**src/rtl/tmr_pkg.sv**
```systemverilog
package tmr_pkg;

    localparam int BYTE_W = 8;
    localparam int WORD_W = 2 * BYTE_W;

    typedef struct packed {
        logic [BYTE_W-1:0] hi;
        logic [BYTE_W-1:0] lo;
    } cnt_t;

    typedef enum logic {
        RUN_CYCLIC  = 1'b0,
        RUN_ONESHOT = 1'b1
    } run_e;

    typedef enum logic {
        WIDTH_WORD  = 1'b0,
        WIDTH_BYTES = 1'b1
    } width_e;

    // one step of the plain 16-bit count
    function automatic cnt_t step_word(cnt_t c);
        logic [WORD_W-1:0] v;
        v = c;
        v = v - WORD_W'(1);
        return cnt_t'(v);
    endfunction

    // one step of the cascaded byte count
    function automatic cnt_t step_bytes(cnt_t c, logic [BYTE_W-1:0] lo_reload);
        cnt_t r;
        if (c.lo == '0) begin
            r.hi = c.hi - BYTE_W'(1);
            r.lo = lo_reload;
        end else begin
            r.hi = c.hi;
            r.lo = c.lo - BYTE_W'(1);
        end
        return r;
    endfunction

    // the waveform follows time-outs only (no high-byte phase)
    function automatic logic is_wide(width_e w, logic [BYTE_W-1:0] lo_latch);
        return (w == WIDTH_WORD) || (lo_latch == '0);
    endfunction

endpackage

```
**src/rtl/tmr_latch.sv**
```systemverilog
module tmr_latch
    import tmr_pkg::*;
#(
    parameter logic [WORD_W-1:0] RST_VAL = '1
) (
    input  logic              clk,
    input  logic              rst,
    input  logic              wr,
    input  logic [WORD_W-1:0] din,
    output cnt_t              q,
    output cnt_t              q_nxt
);

    assign q_nxt = wr ? cnt_t'(din) : q;

    always_ff @(posedge clk) begin
        if (rst) q <= cnt_t'(RST_VAL);
        else     q <= q_nxt;
    end

endmodule

```
**src/rtl/tmr_counter.sv**
```systemverilog
module tmr_counter
    import tmr_pkg::*;
#(
    parameter logic [WORD_W-1:0] RST_VAL = '1
) (
    input  logic   clk,
    input  logic   rst,
    input  logic   init,
    input  logic   step,
    input  width_e width,
    input  cnt_t   load_val,
    input  cnt_t   reload_val,
    output cnt_t   cnt,
    output logic   tmo,
    output logic   hi_zero
);

    cnt_t nxt;

    assign tmo     = step && (cnt == '0);
    assign hi_zero = (cnt.hi == '0);

    always_comb begin
        nxt = cnt;
        if (init)       nxt = load_val;
        else if (tmo)   nxt = reload_val;
        else if (step) begin
            if (width == WIDTH_BYTES) nxt = step_bytes(cnt, reload_val.lo);
            else                      nxt = step_word(cnt);
        end
    end

    always_ff @(posedge clk) begin
        if (rst) cnt <= cnt_t'(RST_VAL);
        else     cnt <= nxt;
    end

    // without a step or an initialization the count holds
    p_hold_r7: assert property (@(posedge clk) disable iff (rst)
        (!init && !step) |=> $stable(cnt));

    // a time-out restarts from the latch
    p_reload_r2: assert property (@(posedge clk) disable iff (rst)
        tmo |=> (cnt == $past(reload_val)));

    // cascade borrow: low byte reloads, high byte drops by one
    p_borrow_r3: assert property (@(posedge clk) disable iff (rst)
        (step && !init && width == WIDTH_BYTES && cnt.lo == '0 && cnt.hi != '0)
        |=> (cnt.hi == $past(cnt.hi) - BYTE_W'(1)) && (cnt.lo == $past(reload_val.lo)));

endmodule

```
**src/rtl/tmr_wave.sv**
```systemverilog
module tmr_wave
    import tmr_pkg::*;
(
    input  logic clk,
    input  logic rst,
    input  logic init,
    input  logic step,
    input  logic tmo,
    input  run_e run,
    input  logic wide,
    input  logic hi_zero,
    input  logic oe,
    output logic pin,
    output logic flag,
    output logic tout
);

    logic wave, wave_n;
    logic armed, armed_n;
    logic flag_n;
    logic oe_q;

    always_comb begin
        wave_n  = wave;
        armed_n = armed;
        flag_n  = flag;
        if (init) begin
            wave_n  = 1'b0;
            armed_n = 1'b1;
            flag_n  = 1'b0;
        end else if (tmo) begin
            flag_n  = 1'b1;
            armed_n = 1'b0;
            wave_n  = (run == RUN_CYCLIC && wide) ? !wave : 1'b0;
        end else if (step) begin
            if (wide) begin
                if (run == RUN_ONESHOT && armed) wave_n = 1'b1;
            end else if (hi_zero && (run == RUN_CYCLIC || armed)) begin
                wave_n = 1'b1;
            end
        end
    end

    always_ff @(posedge clk) begin
        if (rst) begin
            wave  <= 1'b0;
            armed <= 1'b1;
            flag  <= 1'b0;
            tout  <= 1'b0;
            oe_q  <= 1'b0;
        end else begin
            wave  <= wave_n;
            armed <= armed_n;
            flag  <= flag_n;
            tout  <= tmo;
            oe_q  <= oe;
        end
    end

    assign pin = oe_q & wave;

    p_flag_set_r8: assert property (@(posedge clk) disable iff (rst)
        tmo |=> (flag && tout));

    p_init_clear_r8: assert property (@(posedge clk) disable iff (rst)
        init |=> (!flag && !tout && !pin));

    p_one_pulse_r9: assert property (@(posedge clk) disable iff (rst)
        (tmo && run == RUN_ONESHOT) |=> !pin);

    p_oe_low_r11: assert property (@(posedge clk) disable iff (rst)
        !oe |=> !pin);

endmodule

```
**src/rtl/tmr_channel.sv**
```systemverilog
module tmr_channel
    import tmr_pkg::*;
#(
    parameter logic [WORD_W-1:0] LATCH_RST = '1
) (
    input  logic              clk,
    input  logic              rst,
    input  logic              tick,
    input  logic              gate_lvl,
    input  logic              gate_fall,
    input  logic              latch_wr,
    input  logic [WORD_W-1:0] latch_din,
    input  logic              mode_single,
    input  logic              cascade_8,
    input  logic              wr_init_dis,
    input  logic              out_en,
    output logic              tmr_out,
    output logic              tout,
    output logic              flag,
    output logic [WORD_W-1:0] count
);

    run_e   run;
    width_e width;
    cnt_t   latch_q, latch_nxt, cnt_q;
    logic   init, en, step, tmo, hi_zero, wide;

    assign run   = run_e'(mode_single);
    assign width = width_e'(cascade_8);
    assign init  = gate_fall | (latch_wr & ~wr_init_dis);
    assign en    = tick & ((run == RUN_ONESHOT) | ~gate_lvl);
    assign step  = en & ~init;
    assign wide  = is_wide(width, latch_q.lo);
    assign count = cnt_q;

    tmr_latch #(.RST_VAL(LATCH_RST)) u_latch (
        .clk   (clk),
        .rst   (rst),
        .wr    (latch_wr),
        .din   (latch_din),
        .q     (latch_q),
        .q_nxt (latch_nxt)
    );

    tmr_counter #(.RST_VAL(LATCH_RST)) u_cnt (
        .clk        (clk),
        .rst        (rst),
        .init       (init),
        .step       (step),
        .width      (width),
        .load_val   (latch_nxt),
        .reload_val (latch_q),
        .cnt        (cnt_q),
        .tmo        (tmo),
        .hi_zero    (hi_zero)
    );

    tmr_wave u_wave (
        .clk     (clk),
        .rst     (rst),
        .init    (init),
        .step    (step),
        .tmo     (tmo),
        .run     (run),
        .wide    (wide),
        .hi_zero (hi_zero),
        .oe      (out_en),
        .pin     (tmr_out),
        .flag    (flag),
        .tout    (tout)
    );

    // initialization wins over a same-cycle tick and loads the fresh latch
    p_init_load_r12: assert property (@(posedge clk) disable iff (rst)
        init |=> (count == latch_q));

endmodule

```
**config.mk**
```make
export PLATFORM = sky130hd
export DESIGN_NAME = tmr_channel
export DESIGN_NICKNAME = d
export VERILOG_FILES = /design/src/rtl/tmr_pkg.sv /design/src/rtl/tmr_latch.sv /design/src/rtl/tmr_counter.sv /design/src/rtl/tmr_wave.sv /design/src/rtl/tmr_channel.sv
export SDC_FILE = /design/constraint.sdc
export NUM_CORES = 1
export LEC_CHECK = 0
export ABC_AREA = 0
export BUFFER_PORTS_ARGS = -buffer_cell sky130_fd_sc_hd__buf_2
export CAP_MARGIN = 20
export CORE_MARGIN = 2
export CORE_UTILIZATION = 45
export CTS_BUF_LIST = sky130_fd_sc_hd__clkbuf_16
export CTS_CLUSTER_SIZE = 25
export DETAILED_ROUTE_END_ITERATION = 10
export MAX_ROUTING_LAYER = met4
export PLACE_DENSITY = 0.68
export SLEW_MARGIN = 10
export SYNTH_ARGS = -nofsm -noshare
export SYNTH_HDL_FRONTEND = slang
export SYNTH_SLANG_ARGS = --single-unit
```
**constraint.sdc**
```tcl
create_clock -name clk -period 4.15 [get_ports clk]
set_clock_uncertainty 0.1 [all_clocks]
set_input_delay 0.83 -clock clk [delete_from_list [all_inputs] [get_ports clk]]
set_output_delay 0.83 -clock clk [all_outputs]
set_load 0.01 [all_outputs]
```
==> results of run 1 <==
-- cells in the mapped netlist, types with 4 or more instances --
master    number  area share, %
nand3_1        8            2.0
a22oi_1        8            3.0
xor2_1         4            1.8
nor2b_1        4            1.3
a221o_1        4            2.0
o21ai_0        6            1.5
xnor2_1        4            1.8
nor4_1         5            1.6
nor3_1         7            1.8
a21oi_1       13            3.3
mux2i_1       14            7.1
nand2_1       24            4.6
o21ai_1        7            1.8
dfxtp_1       37             38
nor2_1        11            2.1
nand2b_1       6            1.9
clkbuf_1       9            1.7
inv_1         10            1.9
-- flip-flops by register name, indices dropped and copies added (netlist names) --
register and flops:
u_latch.q 16, u_wave.oe_q 1, u_wave.tout 1, u_wave.flag 1, u_wave.armed 1, u_wave.wave 1
u_cnt.cnt 16
-- critical path: stages --
cell	delay, ps
buf_2	260
nor2b_1	250
nand4bb_1	580
nor3_1	600
o21ai_0	180
o311ai_1	90
-- area by class of cell --
cell class / instances / area [µm²] / area share, %
Clock inverter: 3 / 13.8 / 0.580
Sequential cell: 37 / 741 / 31.2
Multi-Input combinational cell: 173 / 1150 / 48.4
Clock buffer: 5 / 125 / 5.27
Inverter: 10 / 37.5 / 1.58
Tap cell: 52 / 65.1 / 2.74
Timing Repair Buffer: 47 / 243 / 10.2
-- cell families (layout without fill, tap and decap cells) --
logic type      after synthesis  after routing
simple gates                 85             85
compound gates               62             62
flops                        37             37
buf+inv                      20             65
mux                          16             16
xor+xnor                      8              8
fa+ha+maj                     2              2
-- metrics by stage --
stage	util (%)	hold WS [ps]	instance area, µm²	instances	worst slack (ps)
after CTS	55.3	386	2370	327	1430
after global routing	55.3	422	2370	327	1190
after global placement	52.0	374	2230	319	1230
after detailed placement	52.0	362	2230	319	1150
after floorplan	-	342	1970	230	1750
final	55.3	388	2370	327	1440
-- layer usage --
layer / up-vias / share of wire [%]
met5: - / 0
met4: 0 / 1.4
met3: 8 / 6.9
met2: 61 / 45
met1: 898 / 46
li1: 943 / -
-- how the worst max path moves through the flow --
stage	from	endpoint	slack, ps	cells after the start
final	latch_wr	u_cnt.cnt[9]$_SDFFE_PP1P_	1440	6
after global routing	latch_wr	u_cnt.cnt[9]$_SDFFE_PP1P_	1190	6
after CTS	latch_wr	u_cnt.cnt[9]$_SDFFE_PP1P_	1430	6
after detailed placement	latch_wr	u_cnt.cnt[9]$_SDFFE_PP1P_	1150	6
after global placement	latch_wr	u_cnt.cnt[9]$_SDFFE_PP1P_	1230	6
after floorplan	latch_wr	u_wave.wave$_SDFFE_PP0P_	1750	6
-- power by group through the flow --
stage	Sequential [µW]	Combinational, µW	Clock, µW
after floorplan	419	79.7	0
after global placement	419	133	0
after detailed placement	419	134	0
after CTS	412	135	370
after global routing	416	150	384
final	412	135	363
==> out/summary.txt, run 1 <==
worst hold path type -> flip-flop to flip-flop
met2 Track Usage GR -> 34.6%
Post-DRT Antenna Nets -> 0
TritonCTS clock tree -> done
Post-Synth XOR/XNOR Area -> 3.55%
most frequent cells in the layout -> 44 x buf_2, 37 x dfxtp_1, 24 x nand2_1
CTS Hold Bufs -> 0
largest family of logic cells by synthesized area -> simple AND/OR/NAND/NOR gates
via count -> 1,910
multiplexer share of the synthesized area -> 8.25%
H-tree levels -> 2
routed wire length -> 5.19 mm
Primary FF master, synth -> dfxtp_1
I/O pin count -> 45
Num CTS Buffers -> 5
Die ar. -> 4930 µm²
DRT Pass-1 Iters -> 4
register area share after synthesis -> 37.6%
Max Fclk -> 369 MHz
Syn Std Cell Area -> 1970 µm²
Final setup viols -> 0
WL per Instance -> 15.9 µm
Hold Startpoint -> u_wave.armed$_SDFFE_PP1P_
total negative slack -> 0 ps
DR DRC count -> 0
clk buf depth -> 2
Seq pwr share -> 45.3%
Crit Path Max Fanout -> 21
synth warn -> 0
post-cts sizing count -> 0
WS Path Type -> primary input to flip-flop
met1 capacity usage during global routing -> 30.5%
Least-Margin Pin Slew -> 593 ps
final critical-path required period -> 2710 ps
Critical Path RT -> 4240 ps
critical path launch point type -> primary input
Worst-Skew Late Latency -> 280 ps
power share of the combinational group -> 14.8%
grt met3 use -> 5.19%
CTS sink cnt -> 37
Switching Share -> 27.3%
Max VDD drop -> 0.164 mV
Post-synth EDFFs -> 0
share of cells above drive strength 1 -> 24.4%
reg2reg start -> u_cnt.cnt[0]$_SDFFE_PP1P_
initial antenna violation count -> 0
Die X -> 70.2 µm
HPWL Detailed -> 3.74 mm
cell area power density -> 383 nW/µm²
crit share post-route -> 65.3%
Setup crit end kind -> flip-flop
CORE AREA -> 4290 µm²
n_diodes -> 0
Compound-Gate Fraction of Synth Area -> 21.8%
status -> finished, final reports clean
R2R Setup Slk -> 1680 ps
commonest non-fill, non-tap cell in the layout -> buf_2
ys async rst share -> 0%
global-route wire length before repair -> 8.84 mm
MaxCap Viol Count -> 0
Clk Tree Root Cell -> clkbuf_16
Post-Syn Nets -> 258
GRT overflow -> 0
number of cells produced by synthesis -> 230
clk slew on worst S/H paths -> 60 ps
via/cell ratio -> 5.84
final net count -> 302
Synth cell types -> 51
synthesized flop and latch total -> 37
WHS Path Cells -> 2
vias in the first global route -> 1,896
RSZ-0062 raised after global routing -> false
Site Rows -> 24
Setup Buffers After CTS -> 0
simple-gate area share of the yosys netlist -> 23.4%
r2r worst-path depth -> 7
Max Slew Vio Count -> 0
Synth Area in Adders -> 1.27%
internal power -> 662 µW
I/O Buffers -> 44
Leak -> 0.000994 µW
clock power share -> 39.9%
GP Congestion -> 0.935
Initial Utilization -> 45.9%
Final Power -> 910 µW
Mapped Avg Cell Area -> 8.57 µm²
Die H -> 70.2 µm
fillcell total -> 405
Critical R2R Capture -> u_cnt.cnt[12]$_SDFFE_PP1P_
largest net degree at the start of global routing -> 23
final hold violation count -> 0
Worst Path Arrival -> 2800 ps
GRT Max-Usage Layer -> met2
WHS Endpoint -> u_wave.armed$_SDFFE_PP1P_
slew margin rel. -> 60.3%
drt first-iter violations -> 172
Psw -> 248 µW
Area Overhead vs Synth -> 20.4%
Tot GR Track Use -> 23.0%
(Power assumes the default switching activity.)
==> inputs of run 2 (changes only) <==
==> constraint.sdc (replaced) <==
create_clock -name clk -period 2.7 [get_ports clk]
set_clock_uncertainty 0.1 [all_clocks]
set_input_delay 0.54 -clock clk [delete_from_list [all_inputs] [get_ports clk]]
set_output_delay 0.54 -clock clk [all_outputs]
set_load 0.01 [all_outputs]
==> run 2 against run 1 <==
- core utilization increased by 0.64 points
- die area unchanged
- sequential share of layout area is 0.36 points lower
- power is 52% higher
- critical path depth grew 1
- critical path type is now flip-flop to flip-flop
- largest cell class unchanged
- largest power group unchanged
==> out/summary.txt, run 2 (same netlist as run 1, synthesis figures left out) <==
status -> finished, final reports clean
vias in the first global route -> 1,786 (-5.8%)
TritonCTS clock tree -> done
Die H -> 70.2 µm (unchanged)
routed wire length -> 5.19 mm (about the same)
top flop regs -> u_cnt.cnt x16, u_latch.q x16
Die ar. -> 4930 µm² (unchanged)
largest net degree at the start of global routing -> 22 (-4.3%)
Crit Path Max Fanout -> 13 (-38%)
total negative slack -> 0 ps (unchanged)
Setup Buffers After CTS -> 0 (unchanged)
WL per Instance -> 15.7 µm (-1.2%)
Post-DRT Antenna Nets -> 0 (unchanged)
I/O Buffers -> 44 (unchanged)
CORE AREA -> 4290 µm² (unchanged)
worst hold path type -> primary input to flip-flop
final hold violation count -> 0 (unchanged)
Cell Chain, Critical Path -> inv_1, ha_1, or4b_4, or2_4, a31o_2, a221oi_1, o211ai_1
WS Path Type -> flip-flop to flip-flop
Tot GR Track Use -> 23.1% (about the same)
CTS sink cnt -> 37 (unchanged)
Max Fclk -> 404 MHz
Num CTS Buffers -> 5 (unchanged)
Critical Path RT -> 2750 ps (-1490 ps)
Site Rows -> 24 (unchanged)
Area Overhead vs Synth -> 21.8%
R2R Setup Slk -> 220 ps (-1460 ps)
RSZ-0062 raised after global routing -> false
H-tree levels -> 2 (unchanged)
CTS Hold Bufs -> 0 (unchanged)
via/cell ratio -> 5.76 (-1.5%)
HPWL Detailed -> 3.81 mm (+1.7%)
Worst-Skew Late Latency -> 280 ps (about the same)
post-cts sizing count -> 0 (unchanged)
final critical-path required period -> 2480 ps
clk slew on worst S/H paths -> 50 ps (about the same)
cell area power density -> 577 nW/µm² (+51%)
Least-Margin Pin Slew -> 488 ps (-105 ps)
DRT Pass-1 Iters -> 4 (unchanged)
Initial Utilization -> 45.9% (unchanged)
GRT overflow -> 0 (unchanged)
CP max stage delay -> 510 ps (-90 ps)
commonest non-fill, non-tap cell in the layout -> buf_2
crit share post-route -> 91.7%
Leak -> 0.00102 µW (+2.3%)
DR DRC count -> 0 (unchanged)
Die X -> 70.2 µm (unchanged)
Clk Tree Root Cell -> clkbuf_16
area of the multi-input gates -> 1150 µm² (unchanged)
slowest CP cell -> or4b_4
Worst Path Arrival -> 2530 ps (-270 ps)
drt first-iter violations -> 156 (-9.3%)
initial antenna violation count -> 0 (unchanged)
global-route wire length before repair -> 8.71 mm (-1.5%)
storage element area -> 741 µm² (unchanged)
setup ws final -> 224 ps (-1220 ps)
most frequent cells in the layout -> 44 x buf_2, 37 x dfxtp_1, 24 x nand2_1
slew margin rel. -> 67.2% (+6.9 points)
MaxCap Viol Count -> 0 (unchanged)
Max VDD drop -> 0.378 mV (+130%)
fillcell total -> 406 (+0.25%)
final net count -> 306 (+1.3%)
critical path launch point type -> flip-flop
via count -> 1,905 (-0.26%)
Final setup viols -> 0 (unchanged)
n_diodes -> 0 (unchanged)
share of cells above drive strength 1 -> 24.7% (+0.37 points)
I/O pin count -> 45 (unchanged)
Max Slew Vio Count -> 0 (unchanged)
Setup crit end kind -> flip-flop
GP Congestion -> 0.881 (-5.8%)
Setup WS pre-CTS -> 255 ps (-899 ps)
clk buf depth -> 2 (unchanged)
## run 2: cell types whose count changed in the layout (fill, tap and decap cells not counted), sizes merged
cell / change
clkinv: -2
buf: +4
inv: +2
## run 2: cell type report
| type | count | area share [%] |
|---|---|---|
| Sequential cell | 37 | 30.8 |
| Tap cell | 52 | 2.71 |
| Clock buffer | 5 | 5.21 |
| Timing Repair Buffer | 51 | 11.4 |
| Multi-Input combinational cell | 173 | 47.8 |
| Inverter | 10 | 1.56 |
| Clock inverter | 3 | 0.469 |
## run 2: where the power goes
part | leakage (µW) | internal [µW] | switching, µW
clock | 0.0000776 | 332 | 212
combinational | 0.000632 | 98.1 | 112
sequential | 0.000307 | 587 | 45.2
total | 0.00102 | 1020 | 369
## run 2: worst paths after layout
path | start | to | cells past startpoint
worst min register to register | u_wave.flag$_SDFFE_PP0P_ | u_wave.flag$_SDFFE_PP0P_ | 2
worst max-delay path | u_cnt.cnt[0]$_SDFFE_PP1P_ | u_cnt.cnt[12]$_SDFFE_PP1P_ | 7
worst max register to register | u_cnt.cnt[0]$_SDFFE_PP1P_ | u_cnt.cnt[12]$_SDFFE_PP1P_ | 7
worst min-delay path | out_en | u_wave.oe_q$_SDFF_PP0_ | 2
## run 2: layer usage
metal | vias to the layer above | wire length (µm) | GRT usage [%]
met2 | 62 | 2410 | 35.0
met1 | 879 | 2360 | 30.5
met3 | 10 | 312 | 4.76
met5 | - | 0 | -
li1 | 954 | - | -
met4 | 0 | 103 | 8.33
## run 2: worst max-delay path, delay by kind of cell (launching register included)
kind            cells  cell delay, ps
flops               1             340
fa+ha+maj           1             200
buf+inv             1              80
compound gates      3             780
simple gates        2             850
## run 2: metrics by stage
stage               hold WS, ps  util, %  power [µW]  instance area (µm²)  cells
floorplan                   342        -         766                 1970    230
global placement            354     52.7         849                 2260    323
detailed placement          361     52.7         853                 2260    323
CTS                         371     55.9        1400                 2400    331
global route                380     55.9        1450                 2400    331
finish                      377     55.9        1390                 2400    331
